$ cat src/rtl/seg_dac_decoder.sv
module seg_dac_decoder #(
  parameter int CODE_W = 10,
  parameter int MSB_W  = 5
) (
  input  logic                             clk,
  input  logic                             rst,
  input  logic                             sleep,
  input  logic [CODE_W-1:0]                code_in,
  output logic [(1<<MSB_W)-2:0]            seg_on,
  output logic [(1<<MSB_W)-2:0]            seg_on_n,
  output logic [CODE_W-MSB_W-1:0]          bin_on,
  output logic [CODE_W-MSB_W-1:0]          bin_on_n,
  output logic [$clog2((1<<MSB_W)-1+CODE_W-MSB_W+1)-1:0] toggle_cnt
);
  localparam int LSB_W = CODE_W - MSB_W;
  localparam int SEG_N = (1 << MSB_W) - 1;
  localparam int LINES = SEG_N + LSB_W;
  localparam int CNT_W = $clog2(LINES + 1);

  logic [CODE_W-1:0] code_q;
  logic              sleep_q;
  logic [MSB_W-1:0]  upper;
  logic [SEG_N-1:0]  therm;
  logic [LINES-1:0]  dec_now, dec_q, prim_q, comp_q, flip;
  logic [CNT_W-1:0]  flips;
  logic [CNT_W-1:0]  cnt_q;

  always_ff @(posedge clk) begin
    if (rst) begin
      code_q  <= '0;
      sleep_q <= 1'b0;
    end else begin
      code_q  <= code_in;
      sleep_q <= sleep;
    end
  end

  assign upper = code_q[CODE_W-1:LSB_W];

  for (genvar k = 0; k < SEG_N; k++) begin : g_seg
    assign therm[k] = (upper > MSB_W'(k));
  end

  assign dec_now = {therm, code_q[LSB_W-1:0]};
  assign flip    = dec_now ^ dec_q;

  always_comb begin
    flips = '0;
    for (int i = 0; i < LINES; i++) flips = flips + CNT_W'(flip[i]);
  end

  always_ff @(posedge clk) begin
    if (rst) begin
      dec_q  <= '0;
      prim_q <= '0;
      comp_q <= '1;
      cnt_q  <= '0;
    end else begin
      dec_q  <= dec_now;
      cnt_q  <= flips;
      prim_q <= sleep_q ? '0 : dec_now;
      comp_q <= sleep_q ? '0 : ~dec_now;
    end
  end

  assign seg_on     = prim_q[LINES-1:LSB_W];
  assign bin_on     = prim_q[LSB_W-1:0];
  assign seg_on_n   = comp_q[LINES-1:LSB_W];
  assign bin_on_n   = comp_q[LSB_W-1:0];
  assign toggle_cnt = cnt_q;
endmodule

$ cat config.mk
export PLATFORM = sky130hd
export DESIGN_NAME = seg_dac_decoder
export DESIGN_NICKNAME = d
export VERILOG_FILES = /design/src/rtl/seg_dac_decoder.sv
export SDC_FILE = /design/constraint.sdc
export NUM_CORES = 1
export LEC_CHECK = 0
export ABC_AREA = 1
export BUFFER_PORTS_ARGS = -buffer_cell sky130_fd_sc_hd__clkbuf_2
export CORE_MARGIN = 2
export CORE_UTILIZATION = 28
export DETAILED_ROUTE_END_ITERATION = 6
export GPL_TIMING_DRIVEN = 1
export PLACE_DENSITY = 0.55
export SYNTH_ARGS = -nofsm -noshare
export SYNTH_HDL_FRONTEND = slang
export SYNTH_SLANG_ARGS = --single-unit
$ cat constraint.sdc
create_clock -name clk -period 7.3 [get_ports clk]
set_clock_uncertainty 0.15 [all_clocks]
set_input_delay 1.46 -clock clk [delete_from_list [all_inputs] [get_ports clk]]
set_output_delay 1.46 -clock clk [all_outputs]
set_load 0.01 [all_outputs]
==> results of run 1 <==
[sequential cells by signal (all words and copies together) (netlist names)]
signal	cells
prim_q	36
dec_q	36
code_q	10
comp_q	36
toggle_cnt	6
sleep_q	1
[worst max-delay path by stage]
stage | from | endpoint | cells after the start
after floorplan | code_q[9]$_SDFF_PP0_ | toggle_cnt[4]$_SDFF_PP0_ | 24
after global placement | code_q[8]$_SDFF_PP0_ | toggle_cnt[4]$_SDFF_PP0_ | 24
after detailed placement | code_q[9]$_SDFF_PP0_ | toggle_cnt[4]$_SDFF_PP0_ | 24
after CTS | code_q[8]$_SDFF_PP0_ | toggle_cnt[4]$_SDFF_PP0_ | 24
after global routing | code_q[9]$_SDFF_PP0_ | toggle_cnt[4]$_SDFF_PP0_ | 24
final | code_q[8]$_SDFF_PP0_ | toggle_cnt[4]$_SDFF_PP0_ | 24
[report_power, final]
group / internal, mW / switching [mW]
Combinational: 0.349 / 0.518
Sequential: 0.733 / 0.0180
Clock: 0.564 / 0.298
Total: 1.65 / 0.834
[placed cells by master, fill, tap and decap left out]
cell type     n
nor3_1        2
clkbuf_8      3
clkinv_2      1
clkinvlp_4    3
fa_1         28
buf_4         2
a21oi_1       6
nand3b_1      4
clkbuf_16    17
dfxtp_1     125
xnor2_1      10
nor2_1      115
nand2_1      66
xor2_1       19
inv_1        77
nand4_1       3
ha_1          8
inv_2        19
bufinv_16     3
clkinv_4      2
clkbuf_2     90
nor2_4        1
nand3_1      12
o21ai_0       2
a21oi_2       1
nor2_2        6
o21ai_1       8
clkbuf_1      3
[synth_stat cells]
cell,instances
xor2_1,19
a21oi_1,6
xnor2_1,10
fa_1,28
nand3_1,12
o21ai_1,8
nor2_1,116
o21ai_0,2
nor3_1,2
nor2_2,5
inv_2,19
buf_4,2
nand2_1,66
inv_1,77
a21oi_2,1
nand3b_1,4
dfxtp_1,125
nand4_1,3
nor2_4,1
ha_1,8
buf_2,9
clkbuf_1,8
[layer usage]
layer  track usage  vias to the layer above  routed length (um)  share of wire
met1         0.175                     1564                5330           0.48
met4        0.0550                        0                 155          0.014
met2         0.208                      105                4960           0.44
li1              -                     1745                   -              -
met5             0                        -                   0              0
met3        0.0443                       11                 721          0.065
[logic make-up (layout without fill, tap and decap cells)]
| logic type | count (synthesis) | count (layout) | synth area share |
|---|---|---|---|
| and+or+nand+nor | 209 | 209 | 0.176 |
| buffers and inverters | 115 | 220 | 0.0938 |
| adders and majority gates | 36 | 36 | 0.138 |
| xor gates and xnor gates | 29 | 29 | 0.0529 |
| DFF | 125 | 125 | 0.521 |
| AOI/OAI and AO/OA | 17 | 17 | 0.0185 |
[worst reg2reg max path, delay by kind of cell, from the launching register on]
kind,cells,cell delay (ps)
adder cells (fa/ha/maj),8,3450
AND/OR/NAND/NOR,8,1170
flip-flops,1,580
buffers and inverters,7,450
XOR/XNOR,1,180
[through the flow]
stage | setup slack [ps] | std cells | instance area, um^2
after floorplan | 1970 | 531 | 4800
after global placement | 1390 | 824 | 5450
after detailed placement | 1240 | 824 | 5450
after CTS | 1260 | 856 | 6070
after global routing | 872 | 856 | 6070
final | 1230 | 856 | 6070
[final cells by class]
type / count / area, um^2
fill: 1791 / 10600
clock buffer: 23 / 478
inverter: 96 / 360
clock inverter: 9 / 135
sequential: 125 / 2500
tap: 220 / 275
timing repair buffer: 92 / 465
multi-input combinational: 291 / 1850
==> metrics.txt, run 1 <==
status=finished, final reports clean; Worst Setup End Kind=flop; Final Core Density=0.363; CTS clk-pin slew, worst paths=60 ps; Clock Tree Buf Depth=2; sequential-to-total area share from yosys stat=0.521; Fin. Hold Viols=0; unrepaired setup endpoints after global routing=false; Post-Syn Area per Cell=9.04 um^2; largest net degree at the start of global routing=46; worst min path class=reg2reg; Post-DRT Antenna Nets=0; First-pass DRT Iterations=5; Placer Congestion=0.846; starting DRC count in detailed routing=151; Reg2Reg Depth=24; capturing point of the worst reg2reg path=toggle_cnt[4]$_SDFF_PP0_; CTS tree=built; gr usage total=0.135; DRC Markers=0; post_cts resized=0; Yosys cell types=22; Peak VDD IR=203 uV; Mapped Area=4800 um^2; CP arrival=6220 ps; Ys Warns=0; die area=18200 um^2; fraction of layout cells with a size suffix above 1=0.233; setup bufs post-CTS=0; Syn-to-layout area delta=26.4%; top-area cell type share of the netlist area=0.521; via count=3425; DP HPWL=8150 um; fmax=165 MHz; Crit Path Class=reg2reg; initial antenna violation count=0; wire per inst=13.0 um; # IOs=91; core area=16700 um^2; R2R setup slack=1230 ps; hold_sp=code_q[2]$_SDFF_PP0_; htree depth=4; R2R Path Start=code_q[8]$_SDFF_PP0_; Hold Path Depth=2; Area contributors post-synth=dfxtp_1 (52%), fa_1 (12%), nor2_1 (9.1%); Pwr per Cell Area=409 nW/um^2; WHS Endpoint=prim_q[2]$_SDFF_PP0_; worst-skew pair later-pin latency=420 ps; PortBufs=90; Horiz. Die Dim=135 um; nets@finish=672; hold slack=317 ps; Slowest-stage cell, CP=dfxtp_1; Final Cycle Share=0.831; mean number of vias per cell=4.00; hold buffers post-CTS=0; first-pass GRT wire length=18400 um; Max-slew headroom=0.559; final setup fails=0; clock sink count=125; CP Buf/Inv Count=7; Final Power=2.48 mW; critical path's largest stage delay=580 ps; cell family with most CP delay=adder cells; WL final=11200 um; Synth area leader=dfxtp_1; DIE HEIGHT=135 um; Period minus WS final=6070 ps; critical path cell sequence=nand2_1 -> nor2_1 -> nand2_1 -> xor2_1 -> fa_1 -> inv_1 -> fa_1 -> inv_1 -> fa_1 -> inv_1 -> fa_1 -> fa_1 -> inv_1 -> fa_1 -> inv_1 -> ha_1 -> inv_1 -> fa_1 -> inv_1 -> nand3_1 -> nand2_1 -> nand2_1 -> nand2_1 -> nor2_1; Initial Util=0.287; num rows=47; via count of the first global-routing pass=3582; syn nets=580; Max FO, Critical Path=11; CP Data Required Time=7450 ps; fin. max-slew vios=0; Critical Path Source Type=flop; max_cap viols=0; Yosys reg bits=125; ant diodes=0; LEAKAGE=3.03 nW; CTS Buf Count=17; GRT overflow=0; CTS root buffer=clkbuf_16; actual slew at the worst max-slew pin=660 ps; Post-Syn Instances=531; setup TNS=0 ps
Power figures use the tool's default switching activity.
==> run 2, diff against run 1 <==
clock period = 5.9 ns   (was 7.3 ns; I/O delays follow)
==> run 2 against run 1 <==
Effect of this change: critical endpoint unchanged; clock-buffer cell count down 6; final cell count increased by 0.58%; combinational power increased by 26%; highest routed layer unchanged; die area unchanged; power grew 28%; register-to-register slack worse by 890 ps; fmax is 9.1% higher.
==> metrics.txt, run 2 (synthesis gave the netlist of run 1 again) <==
final setup fails=0 (unchanged); DRC Markers=0 (unchanged); PortBufs=90 (unchanged); mean number of vias per cell=3.98 (-0.64%); Top Layer Used=met4; htree depth=4 (unchanged); unrepaired setup endpoints after global routing=false; clock sink count=125 (unchanged); CTS root buffer=clkbuf_16; nets@finish=677 (+0.74%); DR WL met3=622 um (-14%); core area=16700 um^2 (unchanged); Finished Layout Cells=861 (+0.58%); First-pass DRT Iterations=4 (-1); actual slew at the worst max-slew pin=670 ps (+9.51 ps); CTS Buf Count=17 (unchanged); Critical Path Source Type=flop; Max FO, Critical Path=6 (-5); gr usage total=0.136 (+0.00107); max_cap viols=0 (unchanged); initial antenna violation count=0 (unchanged); # IOs=91 (unchanged); Peak VDD IR=351 uV (+73%); GRT overflow=0 (unchanged); DIE HEIGHT=135 um (unchanged); starting DRC count in detailed routing=115 (-24%); Reg2Reg Depth=22 (-8.3%); final setup margin=342 ps (-892 ps); fmax=180 MHz (+9.1%); via count of the first global-routing pass=3495 (-2.4%); Syn-to-layout area delta=28.6%; worst min path class=reg2reg; Metal-1 WL=5530 um (+3.8%); Post-DRT Antenna Nets=0 (unchanged); Placer Congestion=0.857 (+1.3%); CP Data Required Time=6060 ps (-1390 ps); hold buffers post-CTS=0 (unchanged); Final Core Density=0.370 (+0.00644); Worst Setup End Kind=flop; first-pass GRT wire length=18600 um (+1.2%); fin. max-slew vios=0 (unchanged); Final Cycle Share=0.942 (+0.111); met2 WL=5200 um (+4.9%); ant diodes=0 (unchanged); CTS clk-pin slew, worst paths=60 ps (about the same); most frequent cells in the layout=dfxtp_1 (122), nor2_1 (114), clkbuf_2 (90), inv_1 (77), nand2_1 (66); WHS Endpoint=prim_q[3]$_SDFF_PP0_; R2R setup slack=340 ps (-890 ps); setup TNS=0 ps (unchanged); DP HPWL=8440 um (+3.6%); Max-slew headroom=0.553 (-0.00635); hold_sp=code_q[3]$_SDFF_PP0_; Placement Setup Slack=151 ps (-1090 ps); leading cell type in the layout, fill and taps excluded=dfxtp_1; Crit Path Class=reg2reg; num rows=47 (unchanged); hold slack=314 ps (-2.75 ps); Period minus WS final=5560 ps (-508 ps); placed standard-cell area=5490 um^2 (+0.69%); largest net degree at the start of global routing=32 (-30%); Final Power=3.17 mW (+28%); biggest regs=comp_q: 36 flops, dec_q: 36 flops, prim_q: 36 flops; die area=18200 um^2 (unchanged); setup bufs post-CTS=0 (unchanged); Horiz. Die Dim=135 um (unchanged); Fin. Hold Viols=0 (unchanged); Pwr per Cell Area=514 nW/um^2 (+26%); Placed Instances=829 (+0.61%); Initial Util=0.287 (unchanged); worst-skew pair later-pin latency=410 ps (about the same); WL final=11500 um (+3.2%); via count=3423 (-0.058%); Hold Path Depth=2 (unchanged); status=finished, final reports clean; LEAKAGE=3.09 nW (+1.8%); CTS tree=built; R2R Path Start=code_q[6]$_SDFF_PP0_; wire per inst=13.4 um (+2.6%); capturing point of the worst reg2reg path=toggle_cnt[4]$_SDFF_PP0_; CP arrival=5720 ps (-500 ps); final instance area=6170 um^2 (+1.8%); fraction of layout cells with a size suffix above 1=0.251 (+0.0185); Clock Tree Buf Depth=2 (unchanged)
==> run 2: layout make-up <==
class                           count  area [um^2]
Inverter                           96          363
Multi-Input combinational cell    291         1870
Clock buffer                       17          425
Timing Repair Buffer               97          503
Fill cell                        1755        10500
Sequential cell                   125         2510
Tap cell                          220          275
Clock inverter                     15          235
==> run 2: what timing repair did <==
| action | in CTS | in global routing |
|---|---|---|
| endpoints found under the hold margin | 0 | 0 |
| endpoints found under the setup margin | 0 | 2 |
| gates resized for setup | 0 | 9 |
==> run 2: power by group <==
group,internal (mW),switching (mW),total (mW)
Sequential,0.907,0.0218,0.928
Clock,0.757,0.403,1.16
Combinational,0.435,0.650,1.09
Total,2.10,1.07,3.17
==> run 2: worst max-delay path: stages, from the launching register on <==
cell and delay (ps):
dfxtp_1 500, nand2_1 190, a21oi_2 270, xor2_1 130, fa_1 550, inv_1 60
fa_1 480, inv_1 50, fa_1 550, fa_1 450, fa_1 540, inv_1 50
fa_1 460, inv_1 70, ha_1 160, inv_1 60, fa_1 350, inv_1 90
nand3_1 70, nand2_1 90, nand2_1 50, nand2_1 50, nor2_1 50
==> run 2: layer usage <==
layer | GRT usage | vias to the layer above
met5 | 0 | -
met4 | 0.0451 | 0
met3 | 0.0435 | 10
met2 | 0.210 | 97
met1 | 0.181 | 1569
li1 | - | 1747
==> run 2: how the worst max path moves through the flow <==
| stage | endpoint | from | slack [ps] |
|---|---|---|---|
| after floorplan | toggle_cnt[4]$_SDFF_PP0_ | code_q[9]$_SDFF_PP0_ | 570 |
| final | toggle_cnt[4]$_SDFF_PP0_ | code_q[6]$_SDFF_PP0_ | 340 |
| after CTS | toggle_cnt[4]$_SDFF_PP0_ | code_q[9]$_SDFF_PP0_ | 150 |
| after detailed placement | toggle_cnt[4]$_SDFF_PP0_ | code_q[9]$_SDFF_PP0_ | 150 |
| after global routing | toggle_cnt[4]$_SDFF_PP0_ | code_q[6]$_SDFF_PP0_ | 4 |
| after global placement | toggle_cnt[4]$_SDFF_PP0_ | code_q[9]$_SDFF_PP0_ | 200 |
